`src/rtl/pfd_pkg.sv`:
```
package pfd_pkg;

    typedef enum logic [1:0] {
        PH_IDLE = 2'b00,
        PH_UP   = 2'b01,
        PH_DN   = 2'b10
    } pfd_state_t;

    localparam int unsigned CH_REF = 0;
    localparam int unsigned CH_FB  = 1;
    localparam int unsigned NUM_CH = 2;

endpackage

```
`src/rtl/pfd_edge_sense.sv`:
```
module pfd_edge_sense #(
    parameter int unsigned SYNC_STAGES = 2
) (
    input  logic clk,
    input  logic rst_n,
    input  logic din,
    output logic rise
);
    logic [SYNC_STAGES-1:0] sync_q;
    logic                   last_q;

    generate
        if (SYNC_STAGES == 1) begin : g_single
            always_ff @(posedge clk or negedge rst_n) begin
                if (!rst_n) sync_q <= '0;
                else        sync_q <= din;
            end
        end else begin : g_chain
            always_ff @(posedge clk or negedge rst_n) begin
                if (!rst_n) sync_q <= '0;
                else        sync_q <= {sync_q[SYNC_STAGES-2:0], din};
            end
        end
    endgenerate

    always_ff @(posedge clk or negedge rst_n) begin
        if (!rst_n) last_q <= 1'b0;
        else        last_q <= sync_q[SYNC_STAGES-1];
    end

    assign rise = sync_q[SYNC_STAGES-1] & ~last_q;

endmodule

```
`src/rtl/pfd_fsm.sv`:
```
module pfd_fsm
    import pfd_pkg::*;
(
    input  logic clk,
    input  logic rst_n,
    input  logic ref_rise,
    input  logic fb_rise,
    output logic up_n,
    output logic dn_n,
    output logic lock_n
);
    pfd_state_t state_q;
    pfd_state_t state_d;

    // state register
    always_ff @(posedge clk or negedge rst_n) begin
        if (!rst_n) state_q <= PH_IDLE;
        else        state_q <= state_d;
    end

    // transitions
    always_comb begin
        state_d = state_q;
        unique case (state_q)
            PH_IDLE: begin
                if (ref_rise && !fb_rise)      state_d = PH_UP;   // open-up
                else if (fb_rise && !ref_rise) state_d = PH_DN;   // open-down
                else                           state_d = PH_IDLE; // coincide / quiet
            end
            PH_UP: begin
                if (fb_rise && !ref_rise) state_d = PH_IDLE;      // close-up
                else                      state_d = PH_UP;        // slip / renew
            end
            PH_DN: begin
                if (ref_rise && !fb_rise) state_d = PH_IDLE;      // close-down
                else                      state_d = PH_DN;        // slip / renew
            end
            default: state_d = PH_IDLE;
        endcase
    end

    // registered outputs, decoded from the next state
    always_ff @(posedge clk or negedge rst_n) begin
        if (!rst_n) begin
            up_n   <= 1'b1;
            dn_n   <= 1'b1;
            lock_n <= 1'b0;
        end else begin
            up_n   <= (state_d != PH_UP);
            dn_n   <= (state_d != PH_DN);
            lock_n <= (state_d != PH_IDLE);
        end
    end

endmodule

```
`src/rtl/pfd_lock_cmp.sv`:
```
module pfd_lock_cmp
    import pfd_pkg::*;
#(
    parameter int unsigned SYNC_STAGES = 2
) (
    input  logic clk,
    input  logic rst_n,
    input  logic ref_in,
    input  logic fb_in,
    output logic up_n,
    output logic dn_n,
    output logic lock_n
);
    logic [NUM_CH-1:0] pin_vec;
    logic [NUM_CH-1:0] rise_vec;
    logic              ref_rise;
    logic              fb_rise;

    assign pin_vec[CH_REF] = ref_in;
    assign pin_vec[CH_FB]  = fb_in;

    generate
        for (genvar ch = 0; ch < NUM_CH; ch++) begin : g_sense
            pfd_edge_sense #(.SYNC_STAGES(SYNC_STAGES)) u_sense (
                .clk  (clk),
                .rst_n(rst_n),
                .din  (pin_vec[ch]),
                .rise (rise_vec[ch])
            );
        end
    endgenerate

    assign ref_rise = rise_vec[CH_REF];
    assign fb_rise  = rise_vec[CH_FB];

    pfd_fsm u_fsm (
        .clk     (clk),
        .rst_n   (rst_n),
        .ref_rise(ref_rise),
        .fb_rise (fb_rise),
        .up_n    (up_n),
        .dn_n    (dn_n),
        .lock_n  (lock_n)
    );

endmodule

```
`config.mk`:
```
export PLATFORM = sky130hd
export DESIGN_NAME = pfd_lock_cmp
export DESIGN_NICKNAME = d
export VERILOG_FILES = /design/src/rtl/pfd_pkg.sv /design/src/rtl/pfd_edge_sense.sv /design/src/rtl/pfd_fsm.sv /design/src/rtl/pfd_lock_cmp.sv
export SDC_FILE = /design/constraint.sdc
export NUM_CORES = 1
export LEC_CHECK = 0
export ABC_AREA = 1
export BUFFER_PORTS_ARGS = -buffer_cell sky130_fd_sc_hd__buf_2
export CORE_AREA = 5 5 42 44
export CTS_BUF_LIST = sky130_fd_sc_hd__clkbuf_4
export DETAILED_ROUTE_END_ITERATION = 8
export DIE_AREA = 0 0 47 49
export PLACE_DENSITY = 0.58
export SYNTH_ARGS = -nofsm -noshare
export SYNTH_HDL_FRONTEND = slang
export SYNTH_SLANG_ARGS = --single-unit
```
`constraint.sdc`:
```
create_clock -name clk -period 1 [get_ports clk]
set_input_delay 0.25 -clock clk [delete_from_list [all_inputs] [get_ports clk]]
set_output_delay 0.25 -clock clk [all_outputs]
set_load 0.1 [all_outputs]
```
---- After elaboration in Yosys (flattened, before gate mapping) ----
Index checks and enable logic that the tools add are counted.
word-level totals
  RAM bits ................................ 0
  word-level logic and storage cells ...... 27
  memories kept ........................... 0
  bits in latches ......................... 0
  bits of input ports ..................... 4
  output and inout bits ................... 3
  memory bits (read-only) ................. 0
  bits in registers ....................... 11
operators by class
  eq/ne operators ......................... 4
  mux-type cells .......................... 5
  shifts and indexed selects .............. 0
  multiply operators ...................... 0
  bitwise operators ....................... 4
  reductions and logical operators ........ 6
  order comparisons ....................... 0
  add/sub/neg operators ................... 0
  div/mod/pow operators ................... 0
operator list
  cell                  number
  $mux W2               3
  $pmux W2 S3           1
  $and A1 B1 Y1         2
  $eq A2 B1 Y1 const B  1
  $eq A2 B2 Y1 const B  1
  $logic_and A1 B1 Y1   2
  $logic_not A1 Y1      2
  $logic_not A2 Y1      1
  $ne A2 B1 Y1 const B  1
  $ne A2 B2 Y1 const B  1
  $not A1 Y1            2
  $reduce_bool A2 Y1    1
  $mux W1               1

---- Logic depth before layout (Yosys ltp) ----
Gate-level depths: netlist of run 1.
  depth in word-level cells ............... 8
  depth in mapped cells ................... 6
  gate-level depth less buffers ........... 6

---- By module ----
From an unflattened synthesis of run 1, not the netlist that was laid out.
unflattened totals
  cell total of the unflattened synthesis .. 29
  area total of the unflattened synthesis .. 354.1 um^2
modules (own cells, without submodules)
  module          cells an instance  times used  area each (um^2)  seq. area each (um^2)
  pfd_fsm         19                 1           183.9             127.6
  pfd_edge_sense  5                  2           85.1              75.1

---- Worst setup path before layout of run 1 ----
No wires, ideal clock.
  kind .................................... register -> output
  start ................................... register u_fsm.lock_n
  end ..................................... output lock_n
  data arrival time ....................... 0.883 ns
  data required time ...................... 0.750 ns
  buffers on the path ..................... 0
  path slack .............................. -0.133 ns
  cell stages (with the launch flop) ...... 1
  cells stage by stage .................... dfrtp_1
RTL lines
  item                    line                text
  from (decl)             pfd_fsm.sv:10       output logic lock_n
  from (signal assigned)  pfd_fsm.sv:51       lock_n <= (state_d != PH_IDLE);
  to (decl)               pfd_lock_cmp.sv:12  output logic lock_n
No word-level cell between the ends.

---- Worst setup path in the final report of run 1 ----
  start ................................... register u_fsm.dn_n
  end ..................................... output dn_n
RTL lines
  item                    line                text
  from (decl)             pfd_fsm.sv:9        output logic dn_n,
  from (signal assigned)  pfd_fsm.sv:50       dn_n <= (state_d != PH_DN);
  to (decl)               pfd_lock_cmp.sv:11  output logic dn_n,
No word-level cell between the ends.

==> metrics.txt, run 1 <==
die area=2303 um^2; clk sinks=11; CTS buffer count=3; H-tree Lvls=1; status=complete, but fails checks; cell with the most instances after synthesis=dfrtp_1; worst skew pair latency=0.26 ns; I/O pin count=7; relative slew slack=84.04%; GPL Wtd Cong=0.6143; Seq cells post-synth=11; Mapped Area=370.4 um^2; Mean Syn Cell Area=11.57 um^2; max_cap viols=0; Worst Path Arrival=1.05 ns; Reg2Reg Setup Slack=0.10 ns; clock root buffer=clkbuf_4; final worst-path cycle share=130.1%; row cnt=14; Core ar.=1401 um^2; initial antenna violation count=0; Syn Inst Count=32; routed vias/inst=3.780; Slew Viols, Final=0; Main synth FF type=dfrtp_1; largest net degree at the start of global routing=12; Final #Nets=48; Longest Clk Path Bufs=2; CTS tree=done; CP max FO=1; Hold Path Class=input port to register; Cell variety after synth=8; Starting Density=26.43%; total congestion overflow=0; Resized Gates After CTS=0; Slew @ Worst Pin=0.2395 ns; critical path class=register to output pin; DR DRC count=0; Clock transition at path regs=0.06 ns; Final Hold Fails=0; sequential cell area fraction in the yosys report=75.00%; P per Cell Area=2520 nW/um^2; Final TNS setup=-0.6841 ns; Final WS setup=-0.3006 ns; GR Util All Layers=5.849%; DRT Wirelength=494 um; Mapped Nets=36; DR WL/cell=8.373 um; Synth-to-Final Area Change=38.85%; Pleak=0.2682 nW; required time worst endpoint=0.75 ns; YS warnings=0; Max IR drop VDD=1.481 mV; 1st-pass router iterations=2; area leader, netlist=dfrtp_1; fill count=145; Vias=223; initial drt markers=1; Port Buffers=6; post-CTS repair timing setup buffer count=0; Worst path slowest cell=dfstp_4; number of synthesized flops with an enable pin=0; Die Ht=49 um; Die Width=47 um; Antenna diodes=0; Yosys top cell area share=60.81%; failing checks=negative setup slack; layout cells sized above 1=39.53%; commonest cells in the netlist=dfrtp_1 (9), inv_1 (8), nand2_1 (8); slowest stage delay, CP=0.62 ns; WHS=0.09179 ns; DP Wirelength=395.1 um; FMAX=0.7689 GHz; kind of cell adding the most delay to the critical path=flip-flops; RSZ-0062 raised after global routing=yes; setup violators final=3; CP Cell Sequence=buf_12; Final ANT Viol Nets=0; Buf/Inv on CP=1; first-pass GRT wire length=945 um; Clock Skews=0.0004172 ns; Post-Place Setup Slack=-0.01814 ns; CP startpoint kind=register; Post-synth ARST share=100.0%; endpoint class of the critical path=output pin; fin crit period=1.301 ns; vias in the first global route=224; Area contributors post-synth=dfrtp_1 (61%), dfstp_2 (14%), inv_1 (8.1%)
==> cells in the final DEF, fill, tap and decap left out, drive strengths merged <==
cell type	instances
dfstp	2
inv	8
nand2	9
nor2	2
clkbuf	4
a21oi	2
buf	6
dfrtp	9
dlygate4sd3	1
==> where the power goes <==
part           total [mW]  internal (mW)  switching [mW]
registers           0.565          0.526          0.0390
logic               0.416          0.141           0.275
clock network       0.314          0.181           0.133
total                1.30          0.849           0.447
==> final timing paths <==
path | start | to | depth (start not counted)
worst max-delay path | u_fsm.dn_n | dn_n | 1
worst min-delay path | ref_in | g_sense[0].u_sense.sync_q[0] | 1
worst max register to register | g_sense[0].u_sense.sync_q[1] | u_fsm.lock_n | 5
worst min register to register | g_sense[1].u_sense.sync_q[0] | g_sense[1].u_sense.sync_q[1] | 0
max in group asynchronous | rst_n | u_fsm.dn_n | 2
min in group asynchronous | rst_n | u_fsm.state_q[0] | 2
==> registers in the layout, indices dropped and copies added (netlist names) <==
register,count
g_sense.u_sense.sync_q,4
g_sense.u_sense.last_q,2
u_fsm.state_q,2
u_fsm.dn_n,1
u_fsm.lock_n,1
u_fsm.up_n,1
==> metrics by stage <==
| stage | cells | utilization [%] | power [mW] | instance area (um^2) |
|---|---|---|---|---|
| after floorplan | 32 | - | 0.8299 | 379.1 |
| after global placement | 54 | 33.84 | 0.9865 | 474.2 |
| after detailed placement | 54 | 33.84 | 0.9915 | 474.2 |
| after CTS | 59 | 36.70 | 1.319 | 514.2 |
| after global routing | 59 | 36.70 | 1.372 | 514.2 |
| final | 59 | 36.70 | 1.296 | 514.2 |
==> cell families after synthesis <==
family | after synthesis | share of synthesized area [%]
buffers and inverters | 8 | 8.108
AOI/OAI and AO/OA | 2 | 3.715
DFF | 11 | 75.00
and+or+nand+nor | 11 | 13.18
==> what timing repair did <==
item                                   in CTS  in global routing
hold buffers                                1                  0
endpoints found under the hold margin       9                  0
setup endpoints to repair                   3                  3
==> per-layer routing <==
metal | routed length [um] | up-vias | part of all wire [%] | track usage (%)
met5 | 0 | - | 0 | 0
met4 | 0 | 0 | 0 | 4.147
met3 | 24 | 0 | 4.9 | 2.214
met2 | 238 | 5 | 48 | 7.692
met1 | 231 | 104 | 47 | 7.551
li1 | - | 114 | - | -
==> final cells by class <==
class	instances	area [um^2]	share of cell area [%]
multi-input cells	13	62.56	12.17
inverters	8	30.03	5.839
clock buffers	4	30.03	5.839
flip-flops and latches	11	286.5	55.72
well taps	16	20.02	3.893
repair buffers	7	85.08	16.55
Note: power is estimated with default switching activity, not from simulation.
==> run 2, diff against run 1 <==
--- a/config.mk
+++ b/config.mk
@@ -11,7 +11,9 @@
 export CTS_BUF_LIST = sky130_fd_sc_hd__clkbuf_4
 export DETAILED_ROUTE_END_ITERATION = 8
 export DIE_AREA = 0 0 47 49
-export PLACE_DENSITY = 0.58
+export HOLD_SLACK_MARGIN = 0.06
+export PLACE_DENSITY = 0.56
 export SYNTH_ARGS = -nofsm -noshare
 export SYNTH_HDL_FRONTEND = slang
+export SYNTH_HIERARCHICAL = 1
 export SYNTH_SLANG_ARGS = --single-unit
==> run 2 against run 1 <==
Against the previous run: the run still ends with negative setup slack left; hold slack got worse by 0.0030 ns; first-iteration DRC count fell by 100%; sequential cell count did not move; critical path type unchanged; largest cell class unchanged.
==> metrics.txt, run 2 <==
status=complete, but fails checks (unchanged); failing checks=negative setup slack (unchanged); Vias=214 (was 223); Area contributors post-synth=dfrtp_1 (64%), dfstp_2 (15%), inv_1 (8.5%) (was dfrtp_1 (61%), dfstp_2 (14%), inv_1 (8.1%)); Core ar.=1401 um^2 (unchanged); most frequent cells in the layout=inv_1 (8), dfrtp_1 (8), clkbuf_4 (4), nand2_1 (4) (was inv_1 (8), nand2_1 (8), dfrtp_1 (8), clkbuf_4 (4)); GPL Wtd Cong=0.6021 (was 0.6143); initial drt markers=0 (was 1); YS warnings=6 (was 0); Mapped Area=354.1 um^2 (was 370.4 um^2); max reg flops=4 (unchanged); FMAX=0.7671 GHz (was 0.7689 GHz); first-pass GRT wire length=890 um (was 945 um); vias in the first global route=226 (was 224); Die Ht=49 um (unchanged); commonest cells in the netlist=dfrtp_1 (9), inv_1 (8), nand2_1 (5) (was dfrtp_1 (9), inv_1 (8), nand2_1 (8)); I/O pin count=7 (unchanged); DR DRC count=0 (unchanged); CP Cell Sequence=buf_12 (unchanged); initial antenna violation count=0 (unchanged); die area=2303 um^2 (unchanged); Syn Inst Count=29 (was 32); Slew @ Worst Pin=0.2384 ns (was 0.2395 ns); CP max FO=1 (unchanged); Final WS setup=-0.3037 ns (was -0.3006 ns); endpoint class of the critical path=output pin (unchanged); GR Util All Layers=6.143% (was 5.849%); CTS buffer count=3 (unchanged); cell with the most instances after synthesis=dfrtp_1 (unchanged); Die Width=47 um (unchanged); relative slew slack=84.10% (was 84.04%); Clock Skews=0.0007553 ns (was 0.0004172 ns); Final #Nets=45 (was 48); slowest stage delay, CP=0.62 ns (about the same); setup violators final=3 (unchanged); Max IR drop VDD=1.471 mV (was 1.481 mV); Mean Syn Cell Area=12.21 um^2 (was 11.57 um^2); layout cells sized above 1=40.00% (was 39.53%); CTS tree=done (unchanged); Tot Pwr=1.294 mW (was 1.296 mW); critical path class=register to output pin (unchanged); number of synthesized flops with an enable pin=0 (unchanged); RSZ-0062 raised after global routing=yes (unchanged); Slew Viols, Final=0 (unchanged); P per Cell Area=2559 nW/um^2 (was 2520 nW/um^2); fin crit period=1.304 ns (was 1.301 ns); largest net degree at the start of global routing=12 (unchanged); area leader, netlist=dfrtp_1 (unchanged); H-tree Lvls=1 (unchanged); clock root buffer=clkbuf_4 (unchanged); Port Buffers=6 (unchanged); row cnt=14 (unchanged); Mapped Nets=33 (was 36); Longest Clk Path Bufs=2 (unchanged); DR WL/cell=8.982 um (was 8.373 um); required time worst endpoint=0.75 ns (about the same); worst skew pair latency=0.26 ns (about the same); sequential cell area fraction in the yosys report=78.45% (was 75.00%); kind of cell adding the most delay to the critical path=flip-flops (unchanged); final worst-path cycle share=130.4% (was 130.1%); Buf/Inv on CP=1 (unchanged); Final Hold Fails=0 (unchanged); Post-synth ARST share=100.0% (unchanged); Worst Path Arrival=1.05 ns (about the same); 1st-pass router iterations=1 (was 2); Pleak=0.2539 nW (was 0.2682 nW); Main synth FF type=dfrtp_1 (unchanged); Reg with most FFs=g_sense.u_sense/sync_q (was g_sense.u_sense.sync_q); Finished Core Util=36.07% (was 36.70%); total congestion overflow=0 (unchanged); CP startpoint kind=register (unchanged); clk sinks=11 (unchanged); Hold Path Class=input port to register (unchanged); Synth-to-Final Area Change=42.76% (was 38.85%); Worst path slowest cell=dfstp_4 (unchanged); max_cap viols=0 (unchanged); Clock transition at path regs=0.06 ns (about the same); Final ANT Viol Nets=0 (unchanged); largest registers=g_sense.u_sense/sync_q: 4 flops, g_sense.u_sense/last_q: 2 flops, u_fsm/state_q: 2 flops (was g_sense.u_sense.sync_q: 4 flops, g_sense.u_sense.last_q: 2 flops, u_fsm.state_q: 2 flops); fill count=143 (was 145); routed vias/inst=3.821 (was 3.780); DRT Wirelength=503 um (was 494 um); Antenna diodes=0 (unchanged); Starting Density=25.27% (was 26.43%); Cell variety after synth=7 (was 8); Seq cells post-synth=11 (unchanged); Yosys top cell area share=63.60% (was 60.81%)
-- run 2: cell types whose count changed in the layout (fill, tap and decap cells not counted), sizes merged --
cell   delta
nand2     -4
o21ai     +1
-- run 2: path summary, 6_finish.rpt --
| path | slack (ns) | from | cells past startpoint | to |
|---|---|---|---|---|
| max | -0.30 | u_fsm/up_n | 1 | up_n |
| min | 0.09 | fb_in | 1 | g_sense[1].u_sense/sync_q[0] |
| max reg2reg | 0.05 | g_sense[0].u_sense/last_q | 5 | u_fsm/lock_n |
| min reg2reg | 0.35 | g_sense[0].u_sense/sync_q[0] | 0 | g_sense[0].u_sense/sync_q[1] |
| max in group asynchronous | 0.37 | rst_n | 2 | u_fsm/up_n |
| min in group asynchronous | 0.38 | rst_n | 2 | u_fsm/state_q[0] |
-- run 2: metrics by stage --
stage,instances,setup slack (ns),area (um^2),hold slack (ns),setup TNS [ns]
2_1_floorplan,29,-0.009591,362.8,-0.04559,-0.01918
5_1_grt,56,-0.3462,505.5,0.08223,-0.8385
4_1_cts,56,-0.3201,498.0,0.07804,-0.7491
6_report,56,-0.3037,505.5,0.08876,-0.6978
3_3_place_gp,51,-0.01976,457.9,0.1225,-0.03535
3_5_place_dp,51,-0.01808,457.9,0.1263,-0.03460
-- run 2: what timing repair did --
item	CTS	global route
hold buffers	1	0
buffers inserted	0	0
resized for setup	0	3
endpoints found under the hold margin	9	0
pin swaps	0	1
setup endpoints to repair	3	5
-- run 2: layout make-up --
class / instances / area, um^2 / area share, %
timing repair buffer: 7 / 85.08 / 16.83
clock buffer: 4 / 30.03 / 5.941
inverter: 8 / 30.03 / 5.941
sequential: 11 / 286.5 / 56.68
multi-input combinational: 10 / 53.80 / 10.64
tap: 16 / 20.02 / 3.960
-- run 2: kinds of logic after synthesis --
| kind of cell | after synthesis | share of synthesized area [%] |
|---|---|---|
| AO/OA/AOI/OAI | 3 | 4.239 |
| buffers and inverters | 8 | 8.481 |
| flip-flops | 11 | 78.45 |
| AND/OR/NAND/NOR | 7 | 8.834 |
-- run 2: routing by layer --
layer	global-route usage [%]	share of wire [%]	vias to the layer above
li1	-	-	103
met1	6.437	43	99
met2	7.466	44	8
met3	1.476	7.4	4
met4	9.677	6.2	0
met5	0	0	-
-- run 2: power breakdown --
part | leakage (nW) | internal [mW] | switching (mW) | total [mW]
Sequential | 0.128 | 0.526 | 0.0361 | 0.562
Combinational | 0.107 | 0.140 | 0.275 | 0.415
Clock | 0.0184 | 0.181 | 0.135 | 0.316
Total | 0.254 | 0.847 | 0.446 | 1.29
